File: src/rtl/pirq_router_pkg.sv
package pirq_router_pkg;

    localparam int DEF_NUM_SLOTS = 3;
    localparam int DEF_PINS      = 4;
    localparam int DEF_NUM_IRQ   = 16;
    // legal targets: 5, 9, 10, 14, 15
    localparam logic [DEF_NUM_IRQ-1:0] DEF_LEGAL_MASK = 16'hC620;
    localparam int DEF_IDE_LINE  = 14;

    // channel fed by a given slot pin: (slot - pin) mod number of slot channels
    function automatic int swz_chan(input int slot, input int pin, input int nch);
        return (((slot - pin) % nch) + nch) % nch;
    endfunction

endpackage

File: src/rtl/pirq_swizzle.sv
module pirq_swizzle
    import pirq_router_pkg::*;
#(
    parameter int NUM_SLOTS = DEF_NUM_SLOTS,
    parameter int PINS      = DEF_PINS,
    localparam int NUM_CH   = NUM_SLOTS + 1,
    localparam int NUM_PIN  = NUM_SLOTS * PINS
) (
    input  logic [NUM_PIN-1:0] slot_int_n,
    input  logic               scsi_int_n,
    output logic [NUM_CH-1:0]  pirq
);

    for (genvar c = 0; c < NUM_SLOTS; c++) begin : g_chan
        logic hit;
        always_comb begin
            hit = 1'b0;
            for (int s = 0; s < NUM_SLOTS; s++) begin
                for (int p = 0; p < PINS; p++) begin
                    if (swz_chan(s, p, NUM_SLOTS) == c) begin
                        hit = hit | ~slot_int_n[s*PINS + p];
                    end
                end
            end
        end
        assign pirq[c] = hit;
    end

    // dedicated on-board channel
    assign pirq[NUM_SLOTS] = ~scsi_int_n;

endmodule

File: src/rtl/pirq_route_regs.sv
module pirq_route_regs
    import pirq_router_pkg::*;
#(
    parameter int NUM_CH   = DEF_NUM_SLOTS + 1,
    parameter int NUM_IRQ  = DEF_NUM_IRQ,
    parameter logic [NUM_IRQ-1:0] LEGAL_MASK = DEF_LEGAL_MASK,
    parameter int IDE_LINE = DEF_IDE_LINE,
    localparam int CH_W    = $clog2(NUM_CH),
    localparam int LINE_W  = $clog2(NUM_IRQ),
    localparam int RW      = LINE_W + 1
) (
    input  logic                     clk,
    input  logic                     rst_n,
    input  logic                     ide_on,
    input  logic                     cfg_we,
    input  logic [CH_W-1:0]          cfg_addr,
    input  logic [RW-1:0]            cfg_wdata,
    output logic [RW-1:0]            cfg_rdata,
    output logic [NUM_CH-1:0]        route_en,
    output logic [NUM_CH*LINE_W-1:0] route_line
);

    logic [LINE_W-1:0] wr_line;
    logic              wr_legal;

    assign wr_line  = cfg_wdata[LINE_W-1:0];
    assign wr_legal = LEGAL_MASK[wr_line] &&
                      !(ide_on && (wr_line == LINE_W'(IDE_LINE)));

    for (genvar c = 0; c < NUM_CH; c++) begin : g_reg
        logic              en_q;
        logic [LINE_W-1:0] line_q;

        always_ff @(posedge clk or negedge rst_n) begin
            if (!rst_n) begin
                en_q   <= 1'b0;
                line_q <= '0;
            end else if (cfg_we && wr_legal && (cfg_addr == CH_W'(c))) begin
                en_q   <= cfg_wdata[LINE_W];
                line_q <= wr_line;
            end
        end

        assign route_en[c]                      = en_q;
        assign route_line[c*LINE_W +: LINE_W]   = line_q;
    end

    assign cfg_rdata = {route_en[cfg_addr], route_line[cfg_addr*LINE_W +: LINE_W]};

endmodule

File: src/rtl/pirq_steer.sv
module pirq_steer
    import pirq_router_pkg::*;
#(
    parameter int NUM_CH   = DEF_NUM_SLOTS + 1,
    parameter int NUM_IRQ  = DEF_NUM_IRQ,
    parameter logic [NUM_IRQ-1:0] LEGAL_MASK = DEF_LEGAL_MASK,
    parameter int IDE_LINE = DEF_IDE_LINE,
    localparam int LINE_W  = $clog2(NUM_IRQ)
) (
    input  logic                     clk,
    input  logic                     rst_n,
    input  logic                     ide_on,
    input  logic [NUM_CH-1:0]        pirq,
    input  logic [NUM_CH-1:0]        route_en,
    input  logic [NUM_CH*LINE_W-1:0] route_line,
    output logic [NUM_IRQ-1:0]       irq_req
);

    logic [NUM_IRQ-1:0] line_open;
    logic [NUM_IRQ-1:0] req_nxt;

    for (genvar k = 0; k < NUM_IRQ; k++) begin : g_open
        if (k == IDE_LINE) begin : g_ide
            assign line_open[k] = LEGAL_MASK[k] & ~ide_on;
        end else begin : g_plain
            assign line_open[k] = LEGAL_MASK[k];
        end
    end

    always_comb begin
        req_nxt = '0;
        for (int k = 0; k < NUM_IRQ; k++) begin
            for (int c = 0; c < NUM_CH; c++) begin
                if (pirq[c] && route_en[c] &&
                    (route_line[c*LINE_W +: LINE_W] == LINE_W'(k))) begin
                    req_nxt[k] = 1'b1;
                end
            end
        end
        req_nxt = req_nxt & line_open;
    end

    always_ff @(posedge clk or negedge rst_n) begin
        if (!rst_n) begin
            irq_req <= '0;
        end else begin
            irq_req <= req_nxt;
        end
    end

endmodule

File: src/rtl/pirq_router.sv
module pirq_router
    import pirq_router_pkg::*;
#(
    parameter int NUM_SLOTS = DEF_NUM_SLOTS,
    parameter int PINS      = DEF_PINS,
    parameter int NUM_IRQ   = DEF_NUM_IRQ,
    parameter logic [NUM_IRQ-1:0] LEGAL_MASK = DEF_LEGAL_MASK,
    parameter int IDE_LINE  = DEF_IDE_LINE,
    localparam int NUM_CH   = NUM_SLOTS + 1,
    localparam int NUM_PIN  = NUM_SLOTS * PINS,
    localparam int CH_W     = $clog2(NUM_CH),
    localparam int LINE_W   = $clog2(NUM_IRQ),
    localparam int RW       = LINE_W + 1
) (
    input  logic               clk,
    input  logic               rst_n,
    input  logic [NUM_PIN-1:0] slot_int_n,
    input  logic               scsi_int_n,
    input  logic               ide_on,
    input  logic               cfg_we,
    input  logic [CH_W-1:0]    cfg_addr,
    input  logic [RW-1:0]      cfg_wdata,
    output logic [RW-1:0]      cfg_rdata,
    output logic [NUM_IRQ-1:0] irq_req
);

    logic [NUM_CH-1:0]        pirq;
    logic [NUM_CH-1:0]        route_en;
    logic [NUM_CH*LINE_W-1:0] route_line;

    pirq_swizzle #(
        .NUM_SLOTS (NUM_SLOTS),
        .PINS      (PINS)
    ) u_swizzle (
        .slot_int_n (slot_int_n),
        .scsi_int_n (scsi_int_n),
        .pirq       (pirq)
    );

    pirq_route_regs #(
        .NUM_CH     (NUM_CH),
        .NUM_IRQ    (NUM_IRQ),
        .LEGAL_MASK (LEGAL_MASK),
        .IDE_LINE   (IDE_LINE)
    ) u_regs (
        .clk        (clk),
        .rst_n      (rst_n),
        .ide_on     (ide_on),
        .cfg_we     (cfg_we),
        .cfg_addr   (cfg_addr),
        .cfg_wdata  (cfg_wdata),
        .cfg_rdata  (cfg_rdata),
        .route_en   (route_en),
        .route_line (route_line)
    );

    pirq_steer #(
        .NUM_CH     (NUM_CH),
        .NUM_IRQ    (NUM_IRQ),
        .LEGAL_MASK (LEGAL_MASK),
        .IDE_LINE   (IDE_LINE)
    ) u_steer (
        .clk        (clk),
        .rst_n      (rst_n),
        .ide_on     (ide_on),
        .pirq       (pirq),
        .route_en   (route_en),
        .route_line (route_line),
        .irq_req    (irq_req)
    );

endmodule

File: config.mk
export PLATFORM = sky130hd
export DESIGN_NAME = pirq_router
export DESIGN_NICKNAME = d
export VERILOG_FILES = /design/src/rtl/pirq_router_pkg.sv /design/src/rtl/pirq_swizzle.sv /design/src/rtl/pirq_route_regs.sv /design/src/rtl/pirq_steer.sv /design/src/rtl/pirq_router.sv
export SDC_FILE = /design/constraint.sdc
export NUM_CORES = 1
export LEC_CHECK = 0
export BUFFER_PORTS_ARGS = -buffer_cell sky130_fd_sc_hd__buf_2
export CAP_MARGIN = 30
export CORE_ASPECT_RATIO = 0.7
export CORE_MARGIN = 8
export CORE_UTILIZATION = 47
export CTS_BUF_LIST = sky130_fd_sc_hd__clkbuf_4 sky130_fd_sc_hd__clkbuf_8 sky130_fd_sc_hd__clkbuf_16
export DETAILED_ROUTE_END_ITERATION = 10
export GPL_TIMING_DRIVEN = 1
export PLACE_DENSITY = 0.79
export SLEW_MARGIN = 10
export SYNTH_ARGS = -nofsm -noshare
export SYNTH_HDL_FRONTEND = slang
export SYNTH_SLANG_ARGS = --single-unit
export TNS_END_PERCENT = 10
File: constraint.sdc
create_clock -name clk -period 4.1 [get_ports clk]
set_clock_uncertainty 0.2 [all_clocks]
set_input_delay 0.41 -clock clk [delete_from_list [all_inputs] [get_ports clk]]
set_output_delay 0.41 -clock clk [all_outputs]
set_load 0.02 [all_outputs]
# Word level (Yosys, flattened, before mapping)
# Memories as Yosys holds them, arrays and structs flattened.
# Cells that the tools add are included.
dict set report word_totals {
  in_bits 24
  rom_bits 16
  n_memories 1
  out_inout_bits 21
  regBits 36
}
dict set report op_classes {
  bitwise_logic 24
  shifts 1
  order_cmp 2
  muxes 67
  eq_ne 64
  n_reduce_logical 81
}
# memory words width rd rd_ports_with_merged_regs write_ports line_no
set memory_table {}
lappend memory_table {{(no name shown)} 16 1 1 0 0 pirq_route_regs.sv:27} ;# assign wr_legal = LEGAL_MASK[wr_line] &&
# op count
set ops {}
lappend ops {{equality test 4 bit, second input constant} 33}
lappend ops {{logical AND 1 bit} 75}
lappend ops {{two-way mux 1 bit} 66}
lappend ops {{equality test 4 x 3 -> 1 bit, second input constant} 16}
lappend ops {{equality test 4 x 2 -> 1 bit, second input constant} 8}
lappend ops {{AND 16 bit} 1}
lappend ops {{equality test 4 x 1 -> 1 bit, second input constant} 4}
lappend ops {{logical NOT 4 bit} 4}
lappend ops {{indexed part select 16 x 5 -> 4 bit} 1}
lappend ops {{NOT 1 bit} 14}
lappend ops {{bitwise OR 1 bit} 9}
lappend ops {{< comparator 4 x 5 -> 1 bit, second input constant} 1}
lappend ops {{equality test 2 bit, second input constant} 2}
lappend ops {{< comparator 2 x 3 -> 1 bit, second input constant} 1}
lappend ops {{binary-select mux 1 bit (select 2 bit)} 1}
lappend ops {{equality test 2 x 1 -> 1 bit, second input constant} 1}
lappend ops {{logical NOT 2 bit} 1}
lappend ops {{logical NOT 1 bit} 1}

# Logic depth before layout (Yosys ltp)
dict set report logic_depth {
  depth_word 11
  ltp_mapped 7
  depth_no_buf 6
}

# Modules after synthesis
# From an unflattened synthesis, not the netlist that was laid out.
dict set report hier_totals {
  cells_unflattened 156
  area_unflattened_um2 1596.5
}
# mod instances area_per_inst_um2 cells_per_inst seq_area_each_um2
set modules_own_cells {}
lappend modules_own_cells {pirq_route_regs 1 1079.8 94 500.5}
lappend modules_own_cells {pirq_steer 1 471.7 55 125.1}
lappend modules_own_cells {pirq_swizzle 1 45.0 7 0.0}

# Worst setup path after synthesis
# No wires, ideal clock.
dict set report synth_timing {
  path_kind {input to register}
  from {input port cfg_wdata[0]}
  to {register u_regs.g_reg[1].en_q}
  arrival_time_ps 1832
  setup_time_ps 125
  stages 7
  required_ps 3775
  slack_ps 1943
  path_cell_list {inv_1 > ha_1 > and2b_1 > o221ai_2 > or3b_1 > buf_6 > mux2_4}
}
dict set report synth_via {
  elab_chain_len 6
  word_cells_on_any_way 8
}
# element line_no
set synth_lines {}
lappend synth_lines {{start, declared} pirq_router.sv:22} ;# input logic [RW-1:0] cfg_wdata,
lappend synth_lines {{parallel branches: the longest is 3 deep, another holds memory (16 x 1 bit)} n/a}
lappend synth_lines {{logical AND 1 bit *} pirq_route_regs.sv:27}
lappend synth_lines {{logical AND 1 bit * (2 in series)} pirq_route_regs.sv:38} ;# end else if (cfg_we && wr_legal && (cfg_addr == CH_W'(c))) begin
lappend synth_lines {{end signal, assigned} pirq_route_regs.sv:39} ;# en_q <= cfg_wdata[LINE_W];
lappend synth_lines {{end, declared} pirq_route_regs.sv:31} ;# logic en_q;
# Every way passes the cells marked *. The select of a mux whose other input is x is not followed.
# A chain may end at the register's enable or synchronous reset.

# Worst setup path in the final report
dict set report layout_timing {
  from {input port cfg_wdata[0]}
  to {register u_regs.g_reg[1].line_q[1]}
}
dict set report layout_via {
  elab_chain_len 6
  word_cells_on_any_way 8
}
# element line_no
set layout_lines {}
lappend layout_lines {{parallel branches: the longest is 3 deep, another holds memory (16 x 1 bit)} n/a}
lappend layout_lines {{logical AND 1 bit *} pirq_route_regs.sv:27}
lappend layout_lines {{logical AND 1 bit * (2 in series)} pirq_route_regs.sv:38}
lappend layout_lines {{end signal, assigned} pirq_route_regs.sv:40} ;# line_q <= wr_line;
lappend layout_lines {{end, declared} pirq_route_regs.sv:32} ;# logic [LINE_W-1:0] line_q;
# Marks and branches as above.

==> impl_metrics.env <==
export IMPL_outcome="completed"
export IMPL_cpPeakStageDelay_ns=0.52
export IMPL_clock_sinks=25
export IMPL_grt_usage_pct=13.8
export IMPL_ant_nets=0
export IMPL_n_antenna_cell=0
export IMPL_pwr_share_seq_pct=49.0
export IMPL_dpl_cell_count=190
export IMPL_finalWorstSetupSlack_ns=1.95
export IMPL_crit_start="cfg_wdata[0]"
export IMPL_ios=45
export IMPL_min_to="u_steer.irq_req[14]"
export IMPL_synthArstFlopShare_pct=100
export IMPL_dieHeight_um=63.2
export IMPL_wl_um=3580
export IMPL_ctsResizeCount=0
export IMPL_topRoutingLayerUsed="met4"
export IMPL_synth_top_area_share_pct=41.9
export IMPL_rsz0062_at_grt="false"
export IMPL_internal_power_uw=515
export IMPL_overflow=0
export IMPL_cts_path_max_buffers=2
export IMPL_combPwrFrac_pct=31.6
export IMPL_cap_violations=0
export IMPL_power_switching_uw=291
export IMPL_gp_congestion=0.908
export IMPL_worstHoldPathType="input pin to flop"
export IMPL_post_cts_setup_buffers=0
export IMPL_synth_top_cells_by_count="dfrtp_1, mux2_2, buf_4, nand2_1"
export IMPL_critical_path_class="input pin to flop"
export IMPL_antenna_found_initial=0
export IMPL_clk_pin_slew_ns=0.08
export IMPL_arrival_ns=2.11
export IMPL_stdcell_area_um2=1690
export IMPL_power_per_cell_area_nw_per_um2=477
export IMPL_start_kind="input pin"
export IMPL_final_util_pct=54.8
export IMPL_dp_hpwl_um=2840
export IMPL_post_drt_wl_per_cell_um=18.3
export IMPL_yosysTopAreaCell="dfrtp_1"
export IMPL_switching_share_pct=36.1
export IMPL_fin_crit_ns=2.15
export IMPL_leakage_nw=0.793
export IMPL_r2r_start="u_regs.g_reg[1].line_q[0]"
export IMPL_cts_tree="done"
export IMPL_fillers=256
export IMPL_cp_data_required_time_ns=4.06
export IMPL_hp_start="ide_on"
export IMPL_crit_family="simple AND/OR/NAND/NOR gates"
export IMPL_met2_length_um=1680
export IMPL_postSynthAreaPerCell_um2=12.0
export IMPL_postCtsHoldBufs=1
export IMPL_wl_met1_um=1570
export IMPL_first_pass_iters=4
export IMPL_synthFlopType="dfrtp_1"
export IMPL_drt_initial_drc_count=157
export IMPL_layout_nets=184
export IMPL_root_buffer="clkbuf_8"
export IMPL_io_buffer_count=33
export IMPL_grt_pass1_wl_um=5910
export IMPL_tns_ns=0
export IMPL_report_final_slew_viol_count=0
export IMPL_p_clk_share_pct=19.4
export IMPL_clk_latency_ns=0.28
export IMPL_max_slew_margin_rel_pct=62.9
export IMPL_netlist_area_um2=1490
export IMPL_die_area_um2=5260
export IMPL_period_share_pct=52.4
export IMPL_holdPathStages=2
export IMPL_tightest_slew_ns=0.556
export IMPL_cp_cell_sequence="buf_2 > inv_1 > ha_1 > and2b_1 > o221ai_2 > or3b_1 > mux2_4"
export IMPL_wl_met3_um=315
export IMPL_path_buf_inv=2
export IMPL_core_area_um2=3080
export IMPL_synthTopCellsByArea="dfrtp_1, mux2_2, mux4_2, buf_4, mux2_4"
export IMPL_ys_seq_area_share_pct=41.9
export IMPL_row_count=17
export IMPL_grt_max_degree=26
export IMPL_post_dp_cell_area_um2=1630
export IMPL_vias_per_cell=5.66
export IMPL_reg2reg_depth=3
export IMPL_drc_errors=0
export IMPL_ir_drop_v=0.000240
export IMPL_instances_no_fill=195
export IMPL_post_synth_top_count_cell="dfrtp_1"
export IMPL_r2r_end="u_steer.irq_req[5]"
export IMPL_die_x_um=83.4
export IMPL_cp_end_kind="flop"
export IMPL_r2r_slack_ns=2.43
export IMPL_synth_distinct_cells=41
export IMPL_crit_fanout=5
export IMPL_synth_warnings=0
export IMPL_areaGrowthSynthToFinish_pct=13.3
export IMPL_cts_buffers=3
export IMPL_pre_cts_ws_ns=1.65
export IMPL_layout_drive_gt1_share_pct=42.0
export IMPL_initial_core_util_pct=48.4
export IMPL_syn_inst=124
export IMPL_synth_edf_count=0
export IMPL_synth_seq_cells=25
export IMPL_setup_viol=0
export IMPL_grt_pass1_vias=1162
export IMPL_cp_slowest_cell="or3b_1"
export IMPL_num_vias=1103
export IMPL_fmax_mhz=465
export IMPL_finalHoldViolCount=0
export IMPL_htree_levels=1
[metrics by stage]
| step | total power, mW | hold WS, ns |
|---|---|---|
| after global routing | 0.855 | 0.131 |
| after detailed placement | 0.652 | 0.234 |
| after global placement | 0.640 | 0.221 |
| final | 0.806 | 0.142 |
| after CTS | 0.808 | 0.136 |
| after floorplan | 0.566 | -0.0856 |
[routing by layer]
metal | GRT usage (%) | vias up
li1 | - | 506
met1 | 18.0 | 544
met2 | 21.0 | 50
met3 | 5.26 | 3
met4 | 2.84 | 0
met5 | 0 | -
[power by group through the flow]
| stage | Sequential (mW) | Clock [mW] | Combinational [mW] |
|---|---|---|---|
| 5_1_grt | 0.407 | 0.171 | 0.277 |
| 3_5_place_dp | 0.397 | 0 | 0.255 |
| 3_3_place_gp | 0.391 | 0 | 0.249 |
| 6_report | 0.395 | 0.157 | 0.255 |
| 4_1_cts | 0.392 | 0.160 | 0.257 |
| 2_1_floorplan | 0.380 | 0 | 0.186 |
[worst register-to-register path: stages, from the launching register on]
cell	delay (ns)
dfrtp_1	0.45
nand3_1	0.15
or4b_2	0.66
o211ai_1	0.12
[flip-flops by register name (all words and copies together) (netlist names)]
register / count
u_regs.g.line_q: 16
u_regs.g.en_q: 4
u_steer.irq_req: 5
[logic make-up after synthesis]
| logic type | synth area share, % |
|---|---|
| AND/OR/NAND/NOR | 18.4 |
| multiplexers | 23.8 |
| flip-flops | 41.9 |
| buffers and inverters | 8.21 |
| AO/OA/AOI/OAI | 5.70 |
| adder cells (fa/ha/maj) | 1.68 |
| other | 0.251 |
[final cells by class]
cell class              count  area [µm²]  share of cell area, %
flip-flops and latches     25         626                   37.0
clock inverters             1        8.76                  0.518
inverters                   3        11.3                  0.666
repair buffers             34         175                   10.4
multi-input cells          91         782                   46.2
well taps                  38        47.5                   2.81
clock buffers               3        41.3                   2.44
[worst max-delay path by stage]
stage,cells after the start,endpoint
global placement,7,u_regs.g_reg[1].line_q[2]
detailed placement,7,u_regs.g_reg[1].line_q[1]
CTS,7,u_regs.g_reg[1].line_q[1]
global route,7,u_regs.g_reg[1].line_q[1]
finish,7,u_regs.g_reg[1].line_q[1]
floorplan,7,u_regs.g_reg[1].en_q
[placed cells by master (no fill, tap or decap), types with 2 or more instances in the layout]
master,n
buf_2,33
clkbuf_8,3
conb_1,11
dfrtp_1,25
ha_1,2
inv_1,3
mux2_2,14
mux2_4,5
mux4_2,5
nand2_1,6
nand3_1,5
nand3b_1,4
nand4_1,4
nor2_1,4
nor4b_1,4
or3_1,3
No activity file was read; power rests on OpenSTA's default activity.
